$ cat config.mk
export PLATFORM = sky130hd
export DESIGN_NAME = seq_nr_divider
export DESIGN_NICKNAME = d
export VERILOG_FILES = /design/src/rtl/nrdiv_pkg.sv /design/src/rtl/nrdiv_addsub.sv /design/src/rtl/nrdiv_datapath.sv /design/src/rtl/nrdiv_ctrl.sv /design/src/rtl/seq_nr_divider.sv
export SDC_FILE = /design/constraint.sdc
export NUM_CORES = 1
export LEC_CHECK = 0
export BUFFER_PORTS_ARGS = -buffer_cell sky130_fd_sc_hd__clkbuf_2
export CORE_MARGIN = 5
export CORE_UTILIZATION = 50
export DETAILED_ROUTE_END_ITERATION = 7
export GPL_ROUTABILITY_DRIVEN = 0
export PLACE_DENSITY = 0.75
export RECOVER_POWER = 25
export SLEW_MARGIN = 20
export SYNTH_ARGS = -nofsm -noshare
export SYNTH_HDL_FRONTEND = slang
export SYNTH_SLANG_ARGS = --single-unit
$ cat constraint.sdc
create_clock -name clk -period 3.8 [get_ports clk]
set_input_delay 0.76 -clock clk [delete_from_list [all_inputs] [get_ports clk]]
set_output_delay 0.76 -clock clk [all_outputs]
set_load 0.005 [all_outputs]
$ cat src/rtl/nrdiv_pkg.sv
package nrdiv_pkg;
    typedef enum logic [1:0] {
        S_IDLE = 2'd0,
        S_ITER = 2'd1,
        S_FIX  = 2'd2,
        S_DONE = 2'd3
    } nr_state_e;
endpackage

$ cat src/rtl/nrdiv_addsub.sv
// (W+1)-bit adder/subtractor: sum = a + b or a - b (two's complement).
module nrdiv_addsub #(
    parameter int W = 16
) (
    input  logic [W:0] op_a,
    input  logic [W:0] op_b,
    input  logic       sub,
    output logic [W:0] sum
);
    logic [W:0] b_eff;

    always_comb begin
        b_eff = op_b ^ {(W+1){sub}};
        sum   = op_a + b_eff + {{W{1'b0}}, sub};
    end
endmodule

$ cat src/rtl/nrdiv_datapath.sv
// Partial remainder A (W+1 bits), quotient Q and divisor M registers.
module nrdiv_datapath #(
    parameter int W = 16
) (
    input  logic         clk,
    input  logic         rst_n,
    input  logic         load,
    input  logic         zload,
    input  logic         step,
    input  logic         fix,
    input  logic [W-1:0] dividend,
    input  logic [W-1:0] divisor,
    output logic         step_neg,
    output logic         div_zero,
    output logic [W-1:0] quotient,
    output logic [W-1:0] remainder
);
    logic [W:0]   a_q;
    logic [W-1:0] q_q;
    logic [W-1:0] m_q;
    logic         dz_q;
    logic [W:0]   shifted;
    logic [W:0]   op_a;
    logic         sub;
    logic [W:0]   sum;

    always_comb begin
        shifted = {a_q[W-1:0], q_q[W-1]};
        op_a    = fix ? a_q : shifted;
        // previous sign 0 -> subtract, 1 -> add; correction always adds
        sub     = fix ? 1'b0 : ~a_q[W];
    end

    nrdiv_addsub #(.W(W)) u_addsub (
        .op_a (op_a),
        .op_b ({1'b0, m_q}),
        .sub  (sub),
        .sum  (sum)
    );

    always_ff @(posedge clk or negedge rst_n) begin
        if (!rst_n) begin
            a_q  <= '0;
            q_q  <= '0;
            m_q  <= '0;
            dz_q <= 1'b0;
        end else if (load) begin
            a_q  <= '0;
            q_q  <= dividend;
            m_q  <= divisor;
            dz_q <= 1'b0;
        end else if (zload) begin
            a_q  <= {1'b0, dividend};
            q_q  <= '1;
            m_q  <= divisor;
            dz_q <= 1'b1;
        end else if (step) begin
            a_q  <= sum;
            q_q  <= {q_q[W-2:0], ~sum[W]};
        end else if (fix) begin
            a_q  <= sum;
        end
    end

    assign step_neg  = sum[W];
    assign div_zero  = dz_q;
    assign quotient  = q_q;
    assign remainder = a_q[W-1:0];
endmodule

$ cat src/rtl/nrdiv_ctrl.sv
// Sequencer: idle, W iterations, optional correction, done pulse.
module nrdiv_ctrl
    import nrdiv_pkg::*;
#(
    parameter int W = 16
) (
    input  logic clk,
    input  logic rst_n,
    input  logic start,
    input  logic divisor_zero,
    input  logic step_neg,
    output logic load,
    output logic zload,
    output logic step,
    output logic fix,
    output logic busy,
    output logic done
);
    localparam int CW = (W > 2) ? $clog2(W) : 1;
    localparam logic [CW-1:0] LAST = CW'(W - 1);

    nr_state_e    state_q, state_d;
    logic [CW-1:0] cnt_q;

    always_ff @(posedge clk or negedge rst_n) begin
        if (!rst_n) state_q <= S_IDLE;
        else        state_q <= state_d;
    end

    always_ff @(posedge clk or negedge rst_n) begin
        if (!rst_n)         cnt_q <= '0;
        else if (load)      cnt_q <= '0;
        else if (step)      cnt_q <= cnt_q + 1'b1;
    end

    always_comb begin
        state_d = state_q;
        unique case (state_q)
            S_IDLE: if (start) state_d = divisor_zero ? S_DONE : S_ITER;
            S_ITER: if (cnt_q == LAST) state_d = step_neg ? S_FIX : S_DONE;
            S_FIX:  state_d = S_DONE;
            S_DONE: state_d = S_IDLE;
            default: state_d = S_IDLE;
        endcase
    end

    always_comb begin
        load  = 1'b0;
        zload = 1'b0;
        step  = 1'b0;
        fix   = 1'b0;
        busy  = 1'b1;
        done  = 1'b0;
        unique case (state_q)
            S_IDLE: begin
                busy  = 1'b0;
                load  = start & ~divisor_zero;
                zload = start & divisor_zero;
            end
            S_ITER: step = 1'b1;
            S_FIX:  fix  = 1'b1;
            S_DONE: done = 1'b1;
            default: busy = 1'b0;
        endcase
    end
endmodule

$ cat src/rtl/seq_nr_divider.sv
module seq_nr_divider #(
    parameter int W = 16
) (
    input  logic         clk,
    input  logic         rst_n,
    input  logic         start,
    input  logic [W-1:0] dividend,
    input  logic [W-1:0] divisor,
    output logic         busy,
    output logic         done,
    output logic         div_zero,
    output logic [W-1:0] quotient,
    output logic [W-1:0] remainder
);
    logic load, zload, step, fix, step_neg, divisor_zero;

    assign divisor_zero = (divisor == '0);

    nrdiv_ctrl #(.W(W)) u_ctrl (
        .clk          (clk),
        .rst_n        (rst_n),
        .start        (start),
        .divisor_zero (divisor_zero),
        .step_neg     (step_neg),
        .load         (load),
        .zload        (zload),
        .step         (step),
        .fix          (fix),
        .busy         (busy),
        .done         (done)
    );

    nrdiv_datapath #(.W(W)) u_dp (
        .clk       (clk),
        .rst_n     (rst_n),
        .load      (load),
        .zload     (zload),
        .step      (step),
        .fix       (fix),
        .dividend  (dividend),
        .divisor   (divisor),
        .step_neg  (step_neg),
        .div_zero  (div_zero),
        .quotient  (quotient),
        .remainder (remainder)
    );
endmodule

Word-level counts from Yosys, hierarchy flattened --
Index checks and enable logic that the tools add are counted. W data, S select, Z words.
Word-level totals: flip-flop bits (word level) 56, bits of input ports 35, output and inout bits 35, word-level logic and storage cells 54
Cells by class: $add $sub $neg 3, eq/ne operators 6, mux-type cells 26, bitwise gates (word level) 6, reductions and logical operators 7
Operators by type and width (number):
- $mux W17 | 5
- $mux W16 | 5
- $add A17 B1 Y17 | 1
- $add A17 B17 Y17 | 1
- $xor A16 B17 Y17 | 1
- $logic_not A16 Y1 | 1
- $mux W1 | 10
- $mux W4 | 2
- $pmux W2 S4 | 1
- $mux W2 | 3
- $add A4 B1 Y4 const B | 1
- $eq A2 B2 Y1 const B | 2
- $eq A4 B4 Y1 const B | 1
- $reduce_bool A2 Y1 | 2
- $reduce_bool A4 Y1 | 1
- $not A1 Y1 | 3
- $reduce_bool A3 Y1 | 1
- $and A1 B1 Y1 | 2
- $eq A2 B1 Y1 const B | 1
- $logic_not A2 Y1 | 1
- $ne A2 B1 Y1 const B | 1
- $ne A2 B2 Y1 const B | 1
- $reduce_and A2 Y1 | 1

Depth between registers and ports, before layout --
Gate-level depths: netlist (run 1).
depth after elaboration 10, depth in mapped cells 14, gate-level depth less buffers 13

By module --
From an unflattened synthesis (run 1), not the netlist that was laid out.
Unflattened totals: cells, all modules 406, area, all modules 4066.4 sq um
By module, submodules not included:
- nrdiv_datapath | instances 1, cells each 221, area an instance 2593.7 sq um, sequential area each 1251.2 sq um
- nrdiv_addsub | instances 1, cells each 136, area an instance 1004.7 sq um, sequential area each 0.0 sq um
- nrdiv_ctrl | instances 1, cells each 44, area an instance 434.2 sq um, sequential area each 150.1 sq um
- seq_nr_divider | instances 1, cells each 5, area an instance 33.8 sq um, sequential area each 0.0 sq um

Worst setup path before layout (run 1) --
No wires, ideal clock.
path type reg-to-reg, from register u_ctrl.state_q[0], to register u_dp.q_q[0], in the netlist u_dp.quotient[0], library setup time 0.079 ns, data arrival time 3.124 ns, data required time 3.721 ns, path slack 0.596 ns, cell stages (with the launch flop) 15, buffers on the path 1, clock period less this slack 3.204 ns, path through dfrtp_1 -> inv_1 -> ha_1 -> buf_2 -> nor2_1 -> xor2_1 -> inv_1 -> fa_1 -> nor2b_1 -> o31a_1 -> o311a_1 -> o221ai_2 -> a211o_1 -> nand3_1 -> a2bb2oi_1
On the way: word-level cells in the longest chain between the ends 10
RTL lines:
- start: declaration | line nrdiv_ctrl.sv:22 | nr_state_e state_q, state_d;
- start signal: assignment | line nrdiv_ctrl.sv:27 | else state_q <= state_d;
- $eq A2 B2 Y1 | line nrdiv_ctrl.sv:54 | unique case (state_q)
- $mux W1 | line nrdiv_ctrl.sv:54
- $mux W1 | line nrdiv_datapath.sv:31 | sub = fix ? 1'b0 : ~a_q[W];
- $xor A16 B17 Y17 | line nrdiv_addsub.sv:13 | b_eff = op_b ^ {(W+1){sub}};
- $add A17 B17 Y17 | line nrdiv_addsub.sv:14 | sum = op_a + b_eff + {{W{1'b0}}, sub};
- $add A17 B1 Y17 | line nrdiv_addsub.sv:14
- $not A1 Y1 | line nrdiv_datapath.sv:59 | q_q <= {q_q[W-2:0], ~sum[W]};
- $mux W16 | line nrdiv_datapath.sv:57 | end else if (step) begin
- $mux W16 | line nrdiv_datapath.sv:52 | end else if (zload) begin
- $mux W16 | line nrdiv_datapath.sv:47 | end else if (load) begin
- end signal: assignment | line nrdiv_datapath.sv:49 | q_q <= dividend;
- end signal: assignment | line nrdiv_datapath.sv:59
- end: declaration | line nrdiv_datapath.sv:19 | logic [W-1:0] q_q;
Several ways; a longest one is shown, not always the timed one. The select of a mux whose other input is x is not followed. A chain may end at the register's enable or synchronous reset.

Worst setup path after layout (run 1) --
from register u_ctrl.state_q[0], to register u_dp.a_q[16]
On the way: word-level cells in the longest chain between the ends 10
RTL lines:
- $eq A2 B2 Y1 | line nrdiv_ctrl.sv:54
- $mux W1 | line nrdiv_ctrl.sv:54
- $mux W1 | line nrdiv_datapath.sv:31
- $xor A16 B17 Y17 | line nrdiv_addsub.sv:13
- $add A17 B17 Y17 | line nrdiv_addsub.sv:14
- $add A17 B1 Y17 | line nrdiv_addsub.sv:14
- $mux W17 | line nrdiv_datapath.sv:60 | end else if (fix) begin
- $mux W17 | line nrdiv_datapath.sv:57
- $mux W17 | line nrdiv_datapath.sv:52
- $mux W17 | line nrdiv_datapath.sv:47
- end signal: assignment | line nrdiv_datapath.sv:53 | a_q <= {1'b0, dividend};
- end signal: assignment | line nrdiv_datapath.sv:58 | a_q <= sum;
- end signal: assignment | line nrdiv_datapath.sv:61 | a_q <= sum;
- end: declaration | line nrdiv_datapath.sv:18 | logic [W:0] a_q;
Several ways; a longest one is shown, not always the timed one. The select of a mux whose other input is x is not followed.

==> results by group, run 1 <==
Routing
  – Met1 wire length: 4.33 mm
  – Top Layer Used: met4
  – DRC Markers: 0
  – 1st-iter DRT viols: 152
  – Vias post-DR: 3344
  – Post-Route WL: 9.19 mm
  – Met2 wire length: 4.16 mm
  – Drt first pass iters: 4
  – Post-DR wirelength/cell: 15.5 µm
  – WL met3: 632 µm
  – Post-DRT Antenna Nets: 0
  – Post-DR vias/cell: 5.65

Clocking
  – Max Buffers Root-to-Sink: 2
  – CTS clk-pin slew, worst paths: 0.10 ns
  – Post-CTS Resized: 0
  – # clock sinks: 56
  – CTS root buf: clkbuf_8
  – Worst-Skew Late Latency: 0.31 ns
  – CTS tree: yes
  – Hold Buf Count CTS: 0
  – Total CTS buffers: 5
  – Post-CTS Setup Bufs: 0
  – CTS H-Tree Depth: 2

Worst setup path
  – Largest stage delay on the critical path: 0.42 ns
  – Worst Path Arrival: 3.59 ns
  – Worst R2R Setup Slack: 0.45 ns
  – Critical path launch point: u_ctrl.state_q[0]$_DFFE_PN0P_
  – Worst reg2reg startpoint: u_ctrl.state_q[0]$_DFFE_PN0P_
  – CP Max Fanout: 13
  – Worst path slowest cell: dfrtp_1
  – CP Class: flip-flop to flip-flop
  – WP data required: 4.05 ns
  – Crit-path most repeated cell: ha_1
  – CP cell instances: inv_1 > ha_1 > nor2_1 > buf_4 > xor2_1 > ha_1 > o21a_1 > o31a_1 > o311a_1 > o221ai_2 > mux2_2 > a21oi_1
  – CP endpoint: u_dp.a_q[16]$_DFFE_PN0P_
  – Startpoint types: flip-flop
  – RR Endpoint: u_dp.a_q[16]$_DFFE_PN0P_
  – CP endpoint kind: flip-flop
  – R2r worst-path depth: 12

Die
  – Die Area: 0.00976 mm²
  – Core box area: 0.00769 mm²
  – Starting Density: 51.3%
  – # rows: 32
  – Die height: 98.8 µm
  – IO Pins: 70
  – Die Wd: 98.8 µm

Outcome
  – Status: finished with violations
  – Failing checks: max-capacitance violations, max-slew violations

Global routing
  – GRT overflow: 0
  – Pin count of the biggest net entering global routing: 35
  – First-pass GRT wire length: 15.6 mm
  – GR Util All Layers: 19.1%
  – Vias in the first global route: 3208
  – Initial antenna violation count: 0

STA
  – Crit share post-route: 88.1%
  – Max Fclk: 0.299 GHz
  – Min Tclk post-route: 3.35 ns
  – Layout Skew: 0.00502 ns
  – Worst slew pin tran: 1.79 ns
  – Unrepaired setup endpoints after global routing: false
  – Final Max Tran Viols: 33
  – TNS Setup: 0 ns
  – Final Hold Violating Endpoints: 0
  – Rel. slew slack: -19.4%
  – Setup violators final: 0

Final layout
  – Antenna Cells: 0
  – Layout net count: 546
  – Layout cells sized above 1: 22.7%
  – Area Overhead vs Synth: 9.77%
  – FILL cells: 717

Synthesis
  – Main flop type after synthesis: dfrtp_1
  – Syn Area/Cell: 8.94 µm²
  – EDFF count, synth: 0
  – Synthesized Nets: 498
  – Sequential fraction of the synthesis area: 35.5%
  – Synthesized cell area: 0.00394 mm²
  – Yosys warns: 0
  – FF+latch count, synth: 56
  – Synth cell types: 55
  – Async set-or-reset flop fraction in the synthesized netlist: 100%
  – Mapped Cells: 441

Placement
  – # port buffers: 69
  – Post-DP HPWL: 7.03 mm

Run
  – Max Cap Viol: 1

Worst hold path
  – Hold Path Origin: u_dp.div_zero$_DFFE_PN0P_
  – Hold Path Class: flip-flop to flip-flop
[sequential cells by signal, indices dropped and copies added, names as in the netlist]
signal          count
u_ctrl.state_q      2
u_ctrl.cnt_q        4
u_dp.a_q           17
u_dp.quotient      16
u_dp.div_zero       1
u_dp.m_q           16
[worst min path at each step]
stage                             endpoint  cells after the start  slack (ns)
2_1_floorplan  u_ctrl.cnt_q[0]$_DFFE_PN0P_                      0        0.46
3_3_place_gp     u_dp.div_zero$_DFFE_PN0P_                      1        0.46
3_5_place_dp     u_dp.div_zero$_DFFE_PN0P_                      1        0.47
4_1_cts          u_dp.div_zero$_DFFE_PN0P_                      1        0.50
5_1_grt          u_dp.div_zero$_DFFE_PN0P_                      1        0.52
6_report         u_dp.div_zero$_DFFE_PN0P_                      1        0.49
[cell usage after synthesis (6+ instances only)]
cell type  number  area [µm²]
xor2_1         19         166
xnor2_1        11        96.3
ha_1           21         263
inv_1          13        48.8
nand2_1        66         248
nand3_1        10        50.1
o21ai_0        14        70.1
a21oi_1        48         240
mux2_2         16         180
buf_4          16         120
dfrtp_1        56        1400
a21o_1          6        45.0
nor2_1         26        97.6
clkbuf_1       10        37.5
nor3_1         19        95.1
mux2i_1        17         170
[final cells by class]
| cell class | count | area [µm²] | share of cell area, % |
|---|---|---|---|
| clock inverters | 2 | 16.3 | 0.376 |
| repair buffers | 78 | 408 | 9.42 |
| inverters | 13 | 48.8 | 1.13 |
| well taps | 102 | 128 | 2.95 |
| flip-flops and latches | 56 | 1400 | 32.4 |
| clock buffers | 6 | 72.6 | 1.68 |
| multi-input cells | 335 | 2250 | 52.1 |
[cells in the final DEF (no fill, tap or decap), drive strengths merged, types with 10 or more instances in the layout]
cell	synthesis	routed
mux2	16	16
xnor2	11	11
clkbuf	13	76
inv	13	13
mux2i	17	17
a21oi	48	48
ha	21	21
nand2	66	66
nor2	26	26
nand3	10	10
o21ai	17	17
xor2	19	19
dfrtp	56	56
nor3	19	19
[worst max-delay path: cells and delay by family (launching register included)]
family	cells	cell delay, ns
compound gates	5	1.09
flops	1	0.42
mux	1	0.37
simple gates	1	0.28
xor+xnor	1	0.19
fa+ha+maj	2	0.53
buf+inv	2	0.41
[metal layers]
layer	vias up	GRT usage, %
met1	1582	27.0
li1	1628	-
met2	127	30.9
met5	-	0
met3	7	3.18
met4	0	3.99
[through the flow]
stage	util [%]	setup slack (ns)	std cells	hold WS [ns]	cell area, µm²
6_report	56.3	0.453	592	0.493	4330
5_1_grt	56.3	0.303	592	0.516	4330
4_1_cts	56.4	0.460	592	0.496	4330
3_5_place_dp	55.2	0.515	584	0.473	4240
3_3_place_gp	55.2	0.642	584	0.464	4240
2_1_floorplan	-	0.596	441	0.464	3940
[cell families after synthesis]
family / after synthesis / share of synthesized area [%]
buffers and inverters: 50 / 7.36
AND/OR/NAND/NOR: 145 / 16.9
XOR/XNOR: 30 / 6.66
AO/OA/AOI/OAI: 105 / 17.5
flip-flops: 56 / 35.5
multiplexers: 33 / 8.89
adder cells (fa/ha/maj): 22 / 7.17
Power of run 1 is left out: the tool's default activity adds up to more than one toggle a clock period on the data nets, which glitch-free logic cannot reach.
==> run 2, diff against run 1 <==
- PLACE_DENSITY: 0.75 -> 0.74
- SYNTH_HIERARCHICAL: default -> 1
==> results by group, run 2 <==
Global routing
  – GR Util All Layers: 18.7% (-0.33 points)
  – Vias in the first global route: 3133 (-2.3%)
  – Initial antenna violation count: 0 (unchanged)
  – Pin count of the biggest net entering global routing: 39 (+11%)
  – GRT overflow: 0 (unchanged)
  – First-pass GRT wire length: 15.3 mm (-1.6%)

Die
  – Die Area: 0.0100 mm² (+2.8%)
  – # rows: 32 (unchanged)
  – Starting Density: 52.1% (+0.80 points)
  – Die Wd: 100 µm (+1.4%)
  – IO Pins: 70 (unchanged)
  – Core box area: 0.00781 mm² (+1.6%)
  – Die height: 100 µm (+1.4%)

Synthesis
  – Post-synthesis mux area share: 17.3% (+8.4 points)
  – Synthesized Nets: 463 (-7.0%)
  – Yosys warns: 6 (+6)
  – Post-Synth Adder-Cell Area: 6.95% (-0.22 points)
  – Top cell type's share of synthesized area: 34.5% (-1.1 points)
  – Dominant cells by area after synthesis: dfrtp_1, mux2_2, mux2i_1, ha_1, xor2_1
  – Mapped Cells: 406 (-7.9%)
  – Sequential fraction of the synthesis area: 34.5% (-1.1 points)
  – Main flop type after synthesis: dfrtp_1
  – FF+latch count, synth: 56 (unchanged)
  – Simple-Gate Fraction of Synth Area: 12.6% (-4.2 points)
  – Post-Synth XOR/XNOR Area: 6.89% (+0.23 points)
  – Post-synth top area cell: dfrtp_1
  – Synth cell types: 55 (unchanged)
  – EDFF count, synth: 0 (unchanged)
  – Synthesized cell area: 0.00407 mm² (+3.1%)
  – Syn Area/Cell: 10.0 µm² (+12%)
  – Synth cell count leaders: dfrtp_1, mux2_2, mux2i_1, nand2_1, a21oi_1
  – Combinational family with the most area after synthesis: multiplexers
  – Async set-or-reset flop fraction in the synthesized netlist: 100% (unchanged)
  – Top-count cell post-synth: dfrtp_1
  – Post-synthesis compound-gate area fraction: 14.0% (-3.5 points)

Routing
  – Post-Route WL: 9.22 mm (+0.36%)
  – Post-DR wirelength/cell: 16.4 µm (+5.3%)
  – DRC Markers: 0 (unchanged)
  – Post-DRT Antenna Nets: 0 (unchanged)
  – Post-DR vias/cell: 5.62 (-0.50%)
  – Vias post-DR: 3170 (-5.2%)
  – 1st-iter DRT viols: 217 (+43%)
  – Drt first pass iters: 5 (+1)

Clocking
  – CTS clk-pin slew, worst paths: 0.10 ns (about the same)
  – Hold Buf Count CTS: 0 (unchanged)
  – CTS root buf: clkbuf_8
  – CTS tree: yes
  – Total CTS buffers: 5 (unchanged)
  – Worst-Skew Late Latency: 0.31 ns (about the same)
  – # clock sinks: 56 (unchanged)
  – CTS H-Tree Depth: 2 (unchanged)
  – Max Buffers Root-to-Sink: 2 (unchanged)

Worst setup path
  – CP cell instances: inv_1 > ha_2 > buf_4 > buf_4 > mux2_2 > inv_1 > fa_2 > nor2b_4 > o31a_1 > a41oi_2 > a31oi_2 > or3_1 > a32o_2 > nor2b_4 > a2111oi_2 > a211oi_1
  – Worst path slowest cell: dfrtp_1
  – WP data required: 4.02 ns (-0.03 ns)
  – Buf+Inv Stages, Crit Path: 4 (+2)
  – CP Class: flip-flop to flip-flop
  – Startpoint types: flip-flop
  – Family with the most delay on the worst path: compound AO/OA/AOI/OAI gates
  – CP endpoint kind: flip-flop
  – WP depth: 16 (+4)
  – Worst Path Arrival: 3.84 ns (+0.25 ns)
  – R2r worst-path depth: 16 (+4)
  – Largest stage delay on the critical path: 0.41 ns (about the same)
  – CP Max Fanout: 8 (-5)

Final layout
  – Commonest non-fill, non-tap cell in the layout: clkbuf_2
  – Max reg flops: 17 (unchanged)
  – Layout net count: 518 (-5.1%)
  – FILL cells: 691 (-3.6%)
  – Biggest register: u_dp/a_q
  – Post-route cell area: 0.00452 mm² (+4.5%)
  – Commonest cells after routing, fill and taps aside: clkbuf_2, dfrtp_1, mux2_2
  – Antenna Cells: 0 (unchanged)
  – Layout cells sized above 1: 31.2% (+8.5 points)
  – Area Overhead vs Synth: 11.2%

STA
  – Final Hold Violating Endpoints: 0 (unchanged)
  – Worst slew pin tran: 1.48 ns (-0.311 ns)
  – Max Fclk: 0.276 GHz (-7.5%)
  – Rel. slew slack: 1.29% (+21 points)
  – Setup violators final: 0 (unchanged)
  – Min Tclk post-route: 3.62 ns (+0.273 ns)
  – Crit share post-route: 95.3% (+7.2 points)
  – Layout Skew: 0.00494 ns (-0.0000808 ns)
  – Min Hold Slack: 0.515 ns (+0.0219 ns)
  – Final Max Tran Viols: 0 (-100%)

Placement
  – Post-DP HPWL: 7.17 mm (+2.0%)
  – # port buffers: 69 (unchanged)
  – Placed Area: 0.00439 mm² (+3.4%)

Worst hold path
  – Hold Path Depth: 2 (+1)
  – Hold Path Class: flip-flop to flip-flop

Run
  – Max Cap Viol: 0 (-1)

Outcome
  – Status: finished clean
[run 2: worst reg2reg max path: cells and delay by family (launching register included)]
kind                     cells  cell delay, ns
flip-flops                   1            0.41
adder cells (fa/ha/maj)      2            0.46
buffers and inverters        4            0.52
AND/OR/NAND/NOR              3            0.53
AO/OA/AOI/OAI                6            1.25
multiplexers                 1            0.35
[run 2: worst paths after layout]
| kind | startpoint | end | slack [ns] |
|---|---|---|---|
| min reg2reg | u_dp/div_zero$_DFFE_PN0P_ | u_dp/div_zero$_DFFE_PN0P_ | 0.51 |
| min in group asynchronous | rst_n | u_dp/quotient[13]$_DFFE_PN0P_ | 0.79 |
| max in group asynchronous | rst_n | u_ctrl/state_q[0]$_DFFE_PN0P_ | 1.54 |
| min | u_dp/div_zero$_DFFE_PN0P_ | u_dp/div_zero$_DFFE_PN0P_ | 0.51 |
| max | u_ctrl/state_q[0]$_DFFE_PN0P_ | u_ctrl/state_q[0]$_DFFE_PN0P_ | 0.18 |
| max reg2reg | u_ctrl/state_q[0]$_DFFE_PN0P_ | u_ctrl/state_q[0]$_DFFE_PN0P_ | 0.18 |
[run 2: area by class of cell]
type,count,area [µm²],area share (%)
repair buffers,86,469,10.4
multi-input cells,300,2390,52.8
well taps,102,128,2.82
flip-flops and latches,56,1400,31.0
clock buffers,7,86.3,1.91
clock inverters,1,7.51,0.166
inverters,12,45.0,0.996
[run 2: cells by family after synthesis]
family / count (synthesis)
AOI/OAI and AO/OA: 83
xor gates and xnor gates: 32
adders and majority gates: 22
buffers and inverters: 50
DFF: 56
muxes: 66
other: 1
and+or+nand+nor: 96
[run 2: routing by layer]
layer | global-route usage (%) | share of wire [%] | vias up
li1 | - | - | 1535
met1 | 26.8 | 47 | 1501
met2 | 29.8 | 45 | 125
met3 | 3.68 | 6.9 | 9
met4 | 3.52 | 1.1 | 0
met5 | 0 | 0 | -
[run 2: stage by stage]
stage / setup TNS [ns] / cells / utilization (%) / worst slack (ns)
6_report: 0 / 564 / 57.9 / 0.180
5_1_grt: -0.00581 / 564 / 57.9 / -0.00581
4_1_cts: 0 / 562 / 57.4 / 0.0654
3_5_place_dp: 0 / 554 / 56.2 / 0.149
3_3_place_gp: 0 / 554 / 56.2 / 0.288
2_1_floorplan: 0 / 406 / - / 0.0429
[run 2: what timing repair did]
item | CTS | global route
endpoints found under the setup margin | 0 | 3
buffers inserted | 0 | 2
gates resized for setup | 0 | 9
Power of run 2 is left out for the same reason.
